## config.mk

```make
export PLATFORM = sky130hd
export DESIGN_NAME = gf_glitch_filter
export DESIGN_NICKNAME = d
export VERILOG_FILES = /design/src/rtl/gf_pkg.sv /design/src/rtl/gf_sync.sv /design/src/rtl/gf_divider.sv /design/src/rtl/gf_runlen.sv /design/src/rtl/gf_glitch_filter.sv
export SDC_FILE = /design/constraint.sdc
export NUM_CORES = 1
export LEC_CHECK = 0
export ABC_AREA = 1
export BUFFER_PORTS_ARGS = -buffer_cell sky130_fd_sc_hd__buf_2
export CORE_AREA = 5 5 70 72
export DETAILED_ROUTE_END_ITERATION = 6
export DIE_AREA = 0 0 75 77
export GPL_TIMING_DRIVEN = 1
export SYNTH_ARGS = -nofsm -noshare
export SYNTH_HDL_FRONTEND = slang
export SYNTH_SLANG_ARGS = --single-unit
export TNS_END_PERCENT = 10
```

## constraint.sdc

```tcl
create_clock -name clk -period 2.4 [get_ports clk]
set_input_delay 0.24 -clock clk [delete_from_list [all_inputs] [get_ports clk]]
set_output_delay 0.24 -clock clk [all_outputs]
set_load 0.05 [all_outputs]
```

## src/rtl/gf_pkg.sv

```systemverilog
package gf_pkg;

    localparam int CFG_W    = 4;
    localparam int RUN_W    = 4;
    localparam int DIVLOG_W = 3;

    // Decoded mode: bypass flag, log2 of sample divider (0 = timer-clock enable), run length
    typedef struct packed {
        logic                bypass;
        logic [DIVLOG_W-1:0] div_log2;
        logic [RUN_W-1:0]    run_len;
    } flt_mode_t;

    function automatic flt_mode_t decode_mode(input logic [CFG_W-1:0] code);
        flt_mode_t m;
        m.bypass   = 1'b0;
        m.div_log2 = '0;
        m.run_len  = 4'd1;
        case (code)
            4'd0:  m.bypass = 1'b1;
            4'd1:  m.run_len = 4'd2;
            4'd2:  m.run_len = 4'd4;
            4'd3:  m.run_len = 4'd8;
            4'd4:  begin m.div_log2 = 3'd1; m.run_len = 4'd6; end
            4'd5:  begin m.div_log2 = 3'd1; m.run_len = 4'd8; end
            4'd6:  begin m.div_log2 = 3'd2; m.run_len = 4'd6; end
            4'd7:  begin m.div_log2 = 3'd2; m.run_len = 4'd8; end
            4'd8:  begin m.div_log2 = 3'd3; m.run_len = 4'd6; end
            4'd9:  begin m.div_log2 = 3'd3; m.run_len = 4'd8; end
            4'd10: begin m.div_log2 = 3'd4; m.run_len = 4'd5; end
            4'd11: begin m.div_log2 = 3'd4; m.run_len = 4'd6; end
            4'd12: begin m.div_log2 = 3'd4; m.run_len = 4'd8; end
            4'd13: begin m.div_log2 = 3'd5; m.run_len = 4'd5; end
            4'd14: begin m.div_log2 = 3'd5; m.run_len = 4'd6; end
            default: begin m.div_log2 = 3'd5; m.run_len = 4'd8; end
        endcase
        return m;
    endfunction

endpackage

```

## src/rtl/gf_sync.sv

```systemverilog
module gf_sync #(
    parameter int STAGES = 2
) (
    input  logic clk,
    input  logic rst,
    input  logic d,
    output logic q
);
    logic [STAGES-1:0] chain;

    always_ff @(posedge clk) begin
        if (rst) chain <= '0;
        else     chain <= {chain[STAGES-2:0], d};
    end

    assign q = chain[STAGES-1];
endmodule

```

## src/rtl/gf_divider.sv

```systemverilog
module gf_divider
    import gf_pkg::*;
#(
    parameter int CNT_W = 5
) (
    input  logic                clk,
    input  logic                rst,
    input  logic                clr,
    input  logic                smp_en,
    input  logic                tck_en,
    input  logic [DIVLOG_W-1:0] div_log2,
    output logic                tick
);
    localparam int WIDE_W = CNT_W + 1;

    logic [CNT_W-1:0]  cnt;
    logic [WIDE_W-1:0] span;
    logic [CNT_W-1:0]  lim;
    logic              use_tck;

    always_comb begin
        span    = WIDE_W'(1) << div_log2;
        lim     = CNT_W'(span - WIDE_W'(1));
        use_tck = (div_log2 == '0);
        tick    = use_tck ? tck_en : (smp_en && (cnt == lim));
    end

    always_ff @(posedge clk) begin
        if (rst || clr)
            cnt <= '0;
        else if (!use_tck && smp_en)
            cnt <= (cnt == lim) ? '0 : cnt + CNT_W'(1);
    end

    // the divider count never passes the selected period
    assert_div_in_range_R4: assert property (@(posedge clk) disable iff (rst)
        (!clr && !use_tck) |-> (cnt <= lim));

    // a code change leaves the divider at zero
    assert_div_cleared_R7: assert property (@(posedge clk) disable iff (rst)
        clr |=> (cnt == '0));
endmodule

```

## src/rtl/gf_runlen.sv

```systemverilog
module gf_runlen
    import gf_pkg::*;
(
    input  logic             clk,
    input  logic             rst,
    input  logic             clr,
    input  logic             tick,
    input  logic             bypass,
    input  logic             smp,
    input  logic [RUN_W-1:0] run_len,
    output logic             filt,
    output logic             rise,
    output logic             fall
);
    logic [RUN_W-1:0] run;

    always_ff @(posedge clk) begin
        if (rst) begin
            run  <= '0;
            filt <= 1'b0;
            rise <= 1'b0;
            fall <= 1'b0;
        end else begin
            rise <= 1'b0;
            fall <= 1'b0;
            if (clr) begin
                run <= '0;
            end else if (bypass) begin
                run <= '0;
                if (smp != filt) begin
                    filt <= smp;
                    rise <= smp;
                    fall <= !smp;
                end
            end else if (tick) begin
                if (smp == filt) begin
                    run <= '0;
                end else if (run == run_len - RUN_W'(1)) begin
                    run  <= '0;
                    filt <= smp;
                    rise <= smp;
                    fall <= !smp;
                end else begin
                    run <= run + RUN_W'(1);
                end
            end
        end
    end

    // the run count stays below the required length
    assert_run_below_len_R6: assert property (@(posedge clk) disable iff (rst)
        (!clr && !bypass) |-> (run < run_len));

    // without a sample the filtered level holds
    assert_hold_without_tick_R6: assert property (@(posedge clk) disable iff (rst)
        (!bypass && !tick) |=> $stable(filt));

    // a code change keeps the level and clears the run
    assert_hold_on_change_R7: assert property (@(posedge clk) disable iff (rst)
        clr |=> ($stable(filt) && run == '0));

    // pulses agree with the level transition and never overlap
    assert_rise_marks_edge_R8: assert property (@(posedge clk) disable iff (rst)
        rise |-> (filt && !$past(filt)));
    assert_fall_marks_edge_R8: assert property (@(posedge clk) disable iff (rst)
        fall |-> (!filt && $past(filt)));
    assert_pulses_exclusive_R8: assert property (@(posedge clk) disable iff (rst)
        $onehot0({rise, fall}));
endmodule

```

## src/rtl/gf_glitch_filter.sv

```systemverilog
module gf_glitch_filter
    import gf_pkg::*;
#(
    parameter int SYNC_STAGES = 2,
    parameter int DIV_CNT_W   = 5
) (
    input  logic             clk,
    input  logic             rst,
    input  logic             din,
    input  logic             smp_en,
    input  logic             tck_en,
    input  logic [CFG_W-1:0] cfg,
    output logic             filt_o,
    output logic             rise_o,
    output logic             fall_o
);
    flt_mode_t        mode;
    logic [CFG_W-1:0] cfg_q;
    logic             cfg_chg;
    logic             din_s;
    logic             tick;

    always_comb begin
        mode    = decode_mode(cfg);
        cfg_chg = (cfg != cfg_q);
    end

    always_ff @(posedge clk) begin
        cfg_q <= cfg;
    end

    gf_sync #(.STAGES(SYNC_STAGES)) u_sync (
        .clk (clk),
        .rst (rst),
        .d   (din),
        .q   (din_s)
    );

    gf_divider #(.CNT_W(DIV_CNT_W)) u_div (
        .clk      (clk),
        .rst      (rst),
        .clr      (cfg_chg),
        .smp_en   (smp_en),
        .tck_en   (tck_en),
        .div_log2 (mode.div_log2),
        .tick     (tick)
    );

    gf_runlen u_run (
        .clk     (clk),
        .rst     (rst),
        .clr     (cfg_chg),
        .tick    (tick),
        .bypass  (mode.bypass),
        .smp     (din_s),
        .run_len (mode.run_len),
        .filt    (filt_o),
        .rise    (rise_o),
        .fall    (fall_o)
    );

    // outputs are low in the cycle after reset
    assert_reset_quiet_R9: assert property (@(posedge clk)
        rst |=> (!filt_o && !rise_o && !fall_o));
endmodule

```

==> impl_metrics.json, run 1 <==
{
  "status": "finished clean",
  "root_buffer": "clkbuf_8",
  "gp_congestion": 0.798,
  "setup_viol": 0,
  "yosys.area_share.simple_pct": 34.5,
  "num-nets-final": 195,
  "worstHoldPathCells": 1,
  "cap_violations": 0,
  "r2r_end": "u_run.run[2]$_SDFFE_PP0P_",
  "cp_num_buf_inv": 3,
  "p_leak_nw": 0.604,
  "hold_start": "cfg[0]",
  "period_minus_slack_ns": 1.91,
  "place_inst": 228,
  "cts_max_level": 1,
  "rsz0062_at_grt": "false",
  "cts_buffers": 3,
  "ys_seq_area_share_pct": 31.2,
  "worst_pin_slew_ns": 0.315,
  "worst_ir_drop_vdd_v": 0.000144,
  "crit_path_frequent_cell": "nand2_1",
  "critPathArrivalTime_ns": 2.05,
  "cpPeakStageDelay_ns": 0.30,
  "dp_slack_ns": 0.251,
  "grt_use_total_pct": 8.68,
  "synth.mux.area_fraction_pct": 0,
  "slew_violations": 0,
  "vias_per_cell": 4.49,
  "synth_area_per_cell_um2": 6.87,
  "path_delay_family": "simple AND/OR/NAND/NOR gates",
  "layout-drive-gt1-share_pct": 15.1,
  "cp.required_ns": 2.54,
  "ys.flop_type": "dfxtp_1",
  "end_kind": "register",
  "synth_seq_cells": 18,
  "place.port_buffers": 11,
  "powerDensity_nw_per_um2": 469,
  "synth_top_family_by_area": "simple AND/OR/NAND/NOR gates",
  "dieArea_um2": 5780,
  "cpMaxStageDelayCell": "ha_1",
  "max_freq_mhz": 524,
  "holdBufCountCts": 0,
  "clock_sinks": 18,
  "coreArea_um2": 4230,
  "clk_latency_ns": 0.25,
  "r2r_slack_ns": 0.85,
  "grt_pass1_vias": 903,
  "cts_tree": "yes",
  "floorplan.die.height_um": 77,
  "initial_core_util_pct": 27.2,
  "finalCritPeriodShare_pct": 79.6,
  "setup_ws_ns": 0.490,
  "syn_nets": 182,
  "crit_type": "in2reg",
  "synth_compound_area_share_pct": 11.2,
  "r2r_cells": 7,
  "worstHoldEndpoint": "cfg_q[0]$_DFF_P_",
  "synthDominantCellAreaShare_pct": 31.2,
  "hold_violations": 0,
  "slew-limit-headroom_pct": 79.0,
  "yosys_warnings": 0,
  "rr_startpoint": "cfg_q[3]$_DFF_P_",
  "drc_errors": 0,
  "async_flop_share_pct": 0,
  "grt_max_degree": 11,
  "drt_iter0_drc": 53,
  "ctsResizeCount": 0,
  "cp_max_fo": 10,
  "hold_path.class": "in2reg",
  "ios": 12,
  "grt_overflow": 0,
  "worst_clock_skew_ns": 0.00319,
  "post_cts_buffers": 0,
  "synth_area_leaders": "dfxtp_1 31%, nand2_1 11%, inv_1 9.8%, nor2_1 5.5%, ha_1 5.4%",
  "clk_pin_slew_ns": 0.06,
  "clockBufferDepth": 2,
  "dp_hpwl_um": 1860,
  "firstDrtPassIters": 4,
  "syn2layout_area_growth_pct": 11.6,
  "vias": 1038,
  "yosys.area.top_type": "dfxtp_1",
  "wl_per_cell_um": 10.0,
  "syn_area_um2": 1150,
  "synthAdderAreaFrac_pct": 5.42,
  "final_cell_count_no_fill": 231,
  "die_w_um": 75,
  "postSynthCellCount": 168,
  "num_rows": 24,
  "path_cells": "buf_2 -> inv_2 -> nor2_1 -> nand2_1 -> nand3_1 -> inv_1 -> ha_1 -> a21oi_1 -> o21a_1 -> o21ai_1 -> nor2_2 -> nand3_2 -> nand2_1 -> nand3_1 -> nand2_1 -> nor2_1",
  "synth-edff-count": 0,
  "synth_xor_area_share_pct": 4.56,
  "final.setup.tns_ns": 0,
  "synth.distinct_cells": 26,
  "grt_pass1_wl_um": 3930,
  "postRouteAntennaNets": 0,
  "antenna_found_initial": 0,
  "layout_common_cells": "33 x nand2_1, 30 x inv_1, 18 x dfxtp_1",
  "critPathLaunchType": "input pin",
  "wl_um": 2320,
  "n_antenna_cell": 0,
  "final_common_cell": "nand2_1"
}
==> final cells by class <==
| type | instances | area, um^2 |
|---|---|---|
| fill | 464 | 2950 |
| multi-input combinational | 114 | 642 |
| sequential | 18 | 360 |
| inverter | 33 | 124 |
| tap | 52 | 65.1 |
| timing repair buffer | 11 | 55.1 |
| clock buffer | 3 | 41.3 |
==> cells by family after synthesis <==
| logic type | after synthesis |
|---|---|
| buf+inv | 36 |
| simple gates | 80 |
| xor+xnor | 6 |
| flops | 18 |
| fa+ha+maj | 5 |
| compound gates | 23 |
==> stage by stage <==
step | area (um^2) | power (W) | utilization (%) | hold WS (ns)
2_1_floorplan | 1150 | 0.000390 | - | 0.268
3_3_place_gp | 1250 | 0.000407 | 29.4 | 0.400
3_5_place_dp | 1250 | 0.000408 | 29.4 | 0.401
4_1_cts | 1290 | 0.000616 | 30.4 | 0.191
5_1_grt | 1290 | 0.000638 | 30.4 | 0.196
6_report | 1290 | 0.000603 | 30.4 | 0.198
==> state kept, by name (all words and copies together) (netlist names) <==
register,count
cfg_q,4
u_run.run,4
u_run.rise,1
u_run.filt,1
u_sync.chain,2
u_run.fall,1
u_div.cnt,5
==> where the power goes <==
group          internal, W  switching (W)   total, W
Clock             0.000111      0.0000907   0.000202
Sequential        0.000304     0.00000273   0.000307
Combinational    0.0000347      0.0000593  0.0000940
==> how the worst max path moves through the flow <==
| stage | end | slack, ns | from | cells after the start |
|---|---|---|---|---|
| 4_1_cts | u_run.filt$_SDFFE_PP0P_ | 0.51 | cfg[3] | 16 |
| 6_report | u_run.filt$_SDFFE_PP0P_ | 0.49 | cfg[3] | 16 |
| 2_1_floorplan | u_run.filt$_SDFFE_PP0P_ | 0.52 | cfg[2] | 15 |
| 5_1_grt | u_run.filt$_SDFFE_PP0P_ | 0.26 | cfg[3] | 16 |
| 3_5_place_dp | u_run.filt$_SDFFE_PP0P_ | 0.25 | cfg[3] | 16 |
| 3_3_place_gp | u_run.filt$_SDFFE_PP0P_ | 0.27 | cfg[3] | 16 |
==> cell usage after synthesis (2+ instances only) <==
library cell / number
nand2_1: 33
inv_1: 30
dfxtp_1: 18
nor2_1: 17
a21oi_1: 12
nand3_1: 11
nand4_1: 7
xnor2_1: 6
ha_1: 5
inv_2: 3
nor2_2: 3
o21ai_0: 3
o21ai_1: 3
buf_6: 2
nand2_4: 2
nand3_2: 2
nor3_1: 2
==> layer usage <==
metal	vias up	wire, um	global-route usage [%]	share of wire (%)
met5	-	0	0	0
met4	0	52	5.34	2.2
met3	4	70	1.31	3.0
met2	19	1040	12.7	45
met1	457	1160	11.6	50
li1	558	-	-	-
Power figures use the tool's default switching activity.
==> run 2: changes to the inputs <==
- ABC_AREA: 1 -> 0
- clock period: 2.4 -> 1.7 ns (I/O delays scaled with it)
==> impl_metrics.json, run 2 <==
{
  "synth.distinct_cells": 41,
  "slew_violations": 0,
  "cp.required_ns": 1.85,
  "powerDensity_nw_per_um2": 644,
  "rr_startpoint": "u_div.cnt[2]$_SDFFE_PP0P_",
  "clk_pin_slew_ns": 0.07,
  "p_total_w": 0.000956,
  "async_flop_share_pct": 0,
  "antenna_found_initial": 0,
  "num_rows": 24,
  "vias_per_cell": 4.67,
  "floorplan.die.height_um": 77,
  "cap_violations": 0,
  "finalCritPeriodShare_pct": 107,
  "crit_start": "cfg[3]",
  "drt_iter0_drc": 47,
  "period_minus_slack_ns": 1.81,
  "setup_ws_ns": -0.113,
  "cts_tree": "yes",
  "synth-edff-count": 0,
  "hold_violations": 0,
  "num-nets-final": 174,
  "ys.flop_type": "dfxtp_1",
  "grt_overflow": 0,
  "critPathLaunchType": "input pin",
  "n_antenna_cell": 0,
  "synth.most_common_cell": "dfxtp_1",
  "clk_latency_ns": 0.26,
  "cp_max_fo": 8,
  "slew-limit-headroom_pct": 68.9,
  "grt_max_degree": 13,
  "setup_viol": 7,
  "r2r_slack_ns": 0.08,
  "ios": 12,
  "rsz0062_at_grt": "true",
  "vias": 985,
  "place_inst": 205,
  "postSynthCellCount": 131,
  "worst_clock_skew_ns": 0.00268,
  "yosys_warnings": 0,
  "syn_area_um2": 1150,
  "dp_hpwl_um": 1820,
  "holdBufCountCts": 0,
  "worstHoldPathCells": 2,
  "place.port_buffers": 11,
  "hold_start": "din",
  "gp_congestion": 0.852,
  "cts_max_level": 1,
  "reg_top3": "u_div.cnt (5), cfg_q (4), u_run.run (4)",
  "die_w_um": 75,
  "clockBufferDepth": 2,
  "synth_area_per_cell_um2": 8.80,
  "end_kind": "register",
  "hold_path.class": "in2reg",
  "largest_reg_flops": 5,
  "multiInputGateArea_um2": 766,
  "syn2layout_area_growth_pct": 28.9,
  "layout_common_cells": "18 x dfxtp_1, 17 x buf_4, 12 x nor2_1",
  "syn_nets": 145,
  "firstDrtPassIters": 4,
  "coreArea_um2": 4230,
  "worstHoldEndpoint": "u_sync.chain[0]$_SDFF_PP0_",
  "r2r_cells": 6,
  "dieArea_um2": 5780,
  "final_common_cell": "dfxtp_1",
  "nFillCells": 434,
  "worst_pin_slew_ns": 0.464,
  "cts_buffers": 3,
  "r2r_end": "u_run.filt$_SDFFE_PP0P_",
  "grt_use_total_pct": 9.17,
  "wl_per_cell_um": 11.4,
  "synth_seq_cells": 18,
  "regArea_um2": 360,
  "yosys.area.top_type": "dfxtp_1",
  "drc_errors": 0,
  "initial_core_util_pct": 27.2,
  "p_leak_nw": 0.555,
  "max_freq_mhz": 552,
  "violations": "negative setup slack",
  "postRouteAntennaNets": 0,
  "synthDominantCellAreaShare_pct": 31.3,
  "grt_pass1_wl_um": 4200,
  "clock_sinks": 18,
  "layout-drive-gt1-share_pct": 28.3,
  "root_buffer": "clkbuf_8",
  "wl_um": 2400,
  "synth_area_leaders": "dfxtp_1 31%, xnor2_1 6.8%, ha_1 5.4%, nor2_1 3.9%, nand2b_1 3.3%",
  "worst_ir_drop_vdd_v": 0.000470,
  "synth_commonest_cells": "18 x dfxtp_1, 12 x nor2_1, 9 x nand2_1, 9 x xnor2_1",
  "grt_pass1_vias": 946,
  "largest-register": "u_div.cnt",
  "crit_type": "in2reg",
  "ys_seq_area_share_pct": 31.3,
  "final_cell_count_no_fill": 211,
  "status": "complete, but fails checks",
  "critPathArrivalTime_ns": 1.96
}
==> run 2: area by class of cell <==
cell class / instances / share of cell area (%)
Multi-Input combinational cell: 103 / 51.6
Sequential cell: 18 / 24.3
Clock buffer: 4 / 3.71
Inverter: 6 / 1.52
Tap cell: 52 / 4.38
Timing Repair Buffer: 28 / 14.6
==> run 2: where the power goes <==
group	internal (W)	switching, W	total (W)
Sequential	0.000429	0.00000399	0.000433
Clock	0.000206	0.000149	0.000355
Combinational	0.0000854	0.0000823	0.000168
==> run 2: timing repair <==
action | 4_1_cts | 5_1_grt
resized for setup | 7 | 6
pin swaps | 3 | 4
buffers inserted | 1 | 1
endpoints found under the setup margin | 7 | 7
==> run 2: critical path: stages <==
cell and delay (ns):
buf_12 0.12, and4b_1 0.23, nor3_2 0.18, ha_1 0.25, xnor2_1 0.12, or4_4 0.46, o21ba_4 0.24, a2bb2oi_2 0.13
a21oi_1 0.07
==> run 2: layer usage <==
| layer | part of all wire, % | vias up | GRT usage, % | wire (um) |
|---|---|---|---|---|
| li1 | - | 524 | - | - |
| met1 | 48 | 446 | 11.9 | 1150 |
| met2 | 47 | 11 | 14.1 | 1130 |
| met3 | 3.8 | 4 | 3.53 | 92 |
| met4 | 1.0 | 0 | 2.31 | 25 |
| met5 | 0 | - | 0 | 0 |
==> run 2: how the worst max path moves through the flow <==
| stage | cells past startpoint | slack, ns | to |
|---|---|---|---|
| after floorplan | 9 | -0.36 | u_run.run[2]$_SDFFE_PP0P_ |
| after global placement | 9 | -0.47 | u_run.run[2]$_SDFFE_PP0P_ |
| after detailed placement | 9 | -0.51 | u_run.run[2]$_SDFFE_PP0P_ |
| after CTS | 11 | -0.12 | u_run.run[2]$_SDFFE_PP0P_ |
| after global routing | 9 | -0.18 | u_run.run[2]$_SDFFE_PP0P_ |
| final | 9 | -0.11 | u_run.run[2]$_SDFFE_PP0P_ |
==> run 2: cell families (layout without fill, tap and decap cells) <==
kind of cell    after synthesis  in the layout  synth area share (%)
mux                           1              1                 0.869
simple gates                 57             57                  30.8
fa+ha+maj                     5              5                  5.43
flops                        18             18                  31.3
compound gates               28             28                  18.2
xor+xnor                     12             12                  9.12
buf+inv                      10             38                  4.23
==> run 2: stage by stage <==
step                worst slack, ns  utilization [%]  TNS [ns]  hold WS, ns  area (um^2)
floorplan                    -0.357                -     -2.12        0.198         1160
global placement             -0.466             32.3     -3.08        0.382         1370
detailed placement           -0.505             32.3     -3.33        0.388         1370
CTS                          -0.119             34.3    -0.651        0.117         1450
global route                 -0.177             35.1     -1.07        0.132         1490
finish                       -0.113             35.1    -0.507        0.116         1490
==> run 3: changes to the inputs <==
==> constraint.sdc (replaced) <==
create_clock -name clk -period 1.7 [get_ports clk]
set_input_delay 0.255 -clock clk [delete_from_list [all_inputs] [get_ports clk]]
set_output_delay 0.255 -clock clk [all_outputs]
set_load 0.05 [all_outputs]
==> impl_metrics.json, run 3 (synthesis gave the netlist of run 2 again) <==
{
  "die_w_um": 75,
  "clk_pin_slew_ns": 0.07,
  "crit_type": "in2reg",
  "drc_errors": 0,
  "cp.depth": 9,
  "r2r_end": "u_run.run[0]$_SDFFE_PP0P_",
  "path_cells": "buf_12 -> nor4_4 -> nor3_2 -> ha_1 -> xnor2_1 -> or4_4 -> o21ba_4 -> a2bb2oi_2 -> a21oi_1",
  "r2r_slack_ns": 0.13,
  "critPathArrivalTime_ns": 2.05,
  "clk_latency_ns": 0.26,
  "grt_overflow": 0,
  "layout-drive-gt1-share_pct": 28.9,
  "initial_core_util_pct": 27.2,
  "regArea_um2": 360,
  "firstDrtPassIters": 4,
  "worst_ir_drop_vdd_v": 0.000464,
  "grt_pass1_vias": 914,
  "dieArea_um2": 5780,
  "cts_max_level": 1,
  "vias": 982,
  "cts_tree": "yes",
  "hold_path.class": "in2reg",
  "place.port_buffers": 11,
  "grt_pass1_wl_um": 4150,
  "setup_viol": 7,
  "r2r_cells": 6,
  "path_delay_family": "simple AND/OR/NAND/NOR gates",
  "hold_violations": 0,
  "num-nets-final": 174,
  "wl_per_cell_um": 10.8,
  "finalCritPeriodShare_pct": 111,
  "syn2layout_area_growth_pct": 30.3,
  "postRouteAntennaNets": 0,
  "critPathLaunchType": "input pin",
  "floorplan.die.height_um": 77,
  "layout_common_cells": "18 x dfxtp_1, 17 x buf_4, 12 x nor2_1",
  "clock_sinks": 18,
  "antenna_found_initial": 0,
  "period_minus_slack_ns": 1.89,
  "whs_ns": 0.204,
  "reg_top3": "u_div.cnt (5), cfg_q (4), u_run.run (4)",
  "num_rows": 24,
  "nFillCells": 445,
  "hold_start": "rst",
  "powerDensity_nw_per_um2": 637,
  "end_kind": "register",
  "p_total_w": 0.000956,
  "worstHoldEndpoint": "u_sync.chain[0]$_SDFF_PP0_",
  "cpPeakStageDelay_ns": 0.46,
  "cts_buffers": 3,
  "largest-register": "u_div.cnt",
  "grt_max_degree": 13,
  "coreArea_um2": 4230,
  "worstHoldPathCells": 2,
  "setup_ws_ns": -0.194,
  "vias_per_cell": 4.65,
  "rsz0062_at_grt": "true",
  "cpMaxStageDelayCell": "or4_4",
  "largest_reg_flops": 5,
  "cp_num_buf_inv": 1,
  "grt_use_total_pct": 9.02,
  "final_common_cell": "dfxtp_1",
  "drt_iter0_drc": 63,
  "cp_max_fo": 8,
  "status": "complete, but fails checks",
  "worst_clock_skew_ns": 0.00415,
  "multiInputGateArea_um2": 769,
  "root_buffer": "clkbuf_8",
  "cp.required_ns": 1.85,
  "wl_um": 2280,
  "n_antenna_cell": 0,
  "gp_congestion": 0.852,
  "slew_violations": 0,
  "slew-limit-headroom_pct": 70.1,
  "rr_startpoint": "u_div.cnt[2]$_SDFFE_PP0P_",
  "worst_pin_slew_ns": 0.445,
  "p_leak_nw": 0.560,
  "ios": 12,
  "cap_violations": 0,
  "max_freq_mhz": 528,
  "violations": "negative setup slack",
  "dp_hpwl_um": 1770,
  "clockBufferDepth": 2
}
run 3: cell counts in the layout (fill, tap and decap cells not counted):
No cell type changed its count.
run 3: stage by stage:
step	instances	setup TNS [ns]	util, %	setup WS, ns	area (um^2)
finish	211	-1.10	35.5	-0.194	1500
global route	211	-1.69	35.5	-0.280	1500
CTS	211	-1.11	34.8	-0.180	1480
detailed placement	205	-4.17	32.3	-0.597	1370
global placement	205	-3.86	32.3	-0.550	1370
floorplan	131	-2.72	-	-0.442	1160
run 3: power by group:
part | internal, W | total, W | switching [W]
sequential | 0.000429 | 0.000433 | 0.00000397
clock | 0.000206 | 0.000353 | 0.000147
combinational | 0.0000886 | 0.000170 | 0.0000817
run 3: layer usage:
layer	global-route usage, %	wire length [um]	up-vias
met5	0	0	-
met4	2.67	21	0
met3	3.01	95	5
met2	12.9	1000	16
met1	12.7	1160	437
li1	-	-	524
run 3: timing repair:
item                       in CTS  in global routing
pin swaps                       3                  1
hold buffers                    0                  0
setup buffers                   2                  0
cloned                          0                  0
resized for setup              11                  6
setup endpoints to repair       7                  7
run 3: worst max-delay path by stage:
stage,to,slack [ns],from
after floorplan,u_run.run[2]$_SDFFE_PP0P_,-0.44,cfg[0]
after global placement,u_run.run[2]$_SDFFE_PP0P_,-0.55,cfg[3]
after detailed placement,u_run.run[2]$_SDFFE_PP0P_,-0.60,cfg[3]
after CTS,u_run.run[2]$_SDFFE_PP0P_,-0.18,cfg[3]
after global routing,u_run.rise$_SDFF_PP0_,-0.28,cfg[3]
final,u_run.run[2]$_SDFFE_PP0P_,-0.19,cfg[3]
run 3: final cells by class:
type	count	area share [%]
Clock buffer	4	3.67
Inverter	6	1.50
Multi-Input combinational cell	103	51.3
Sequential cell	18	24.0
Tap cell	52	4.33
Timing Repair Buffer	28	15.3
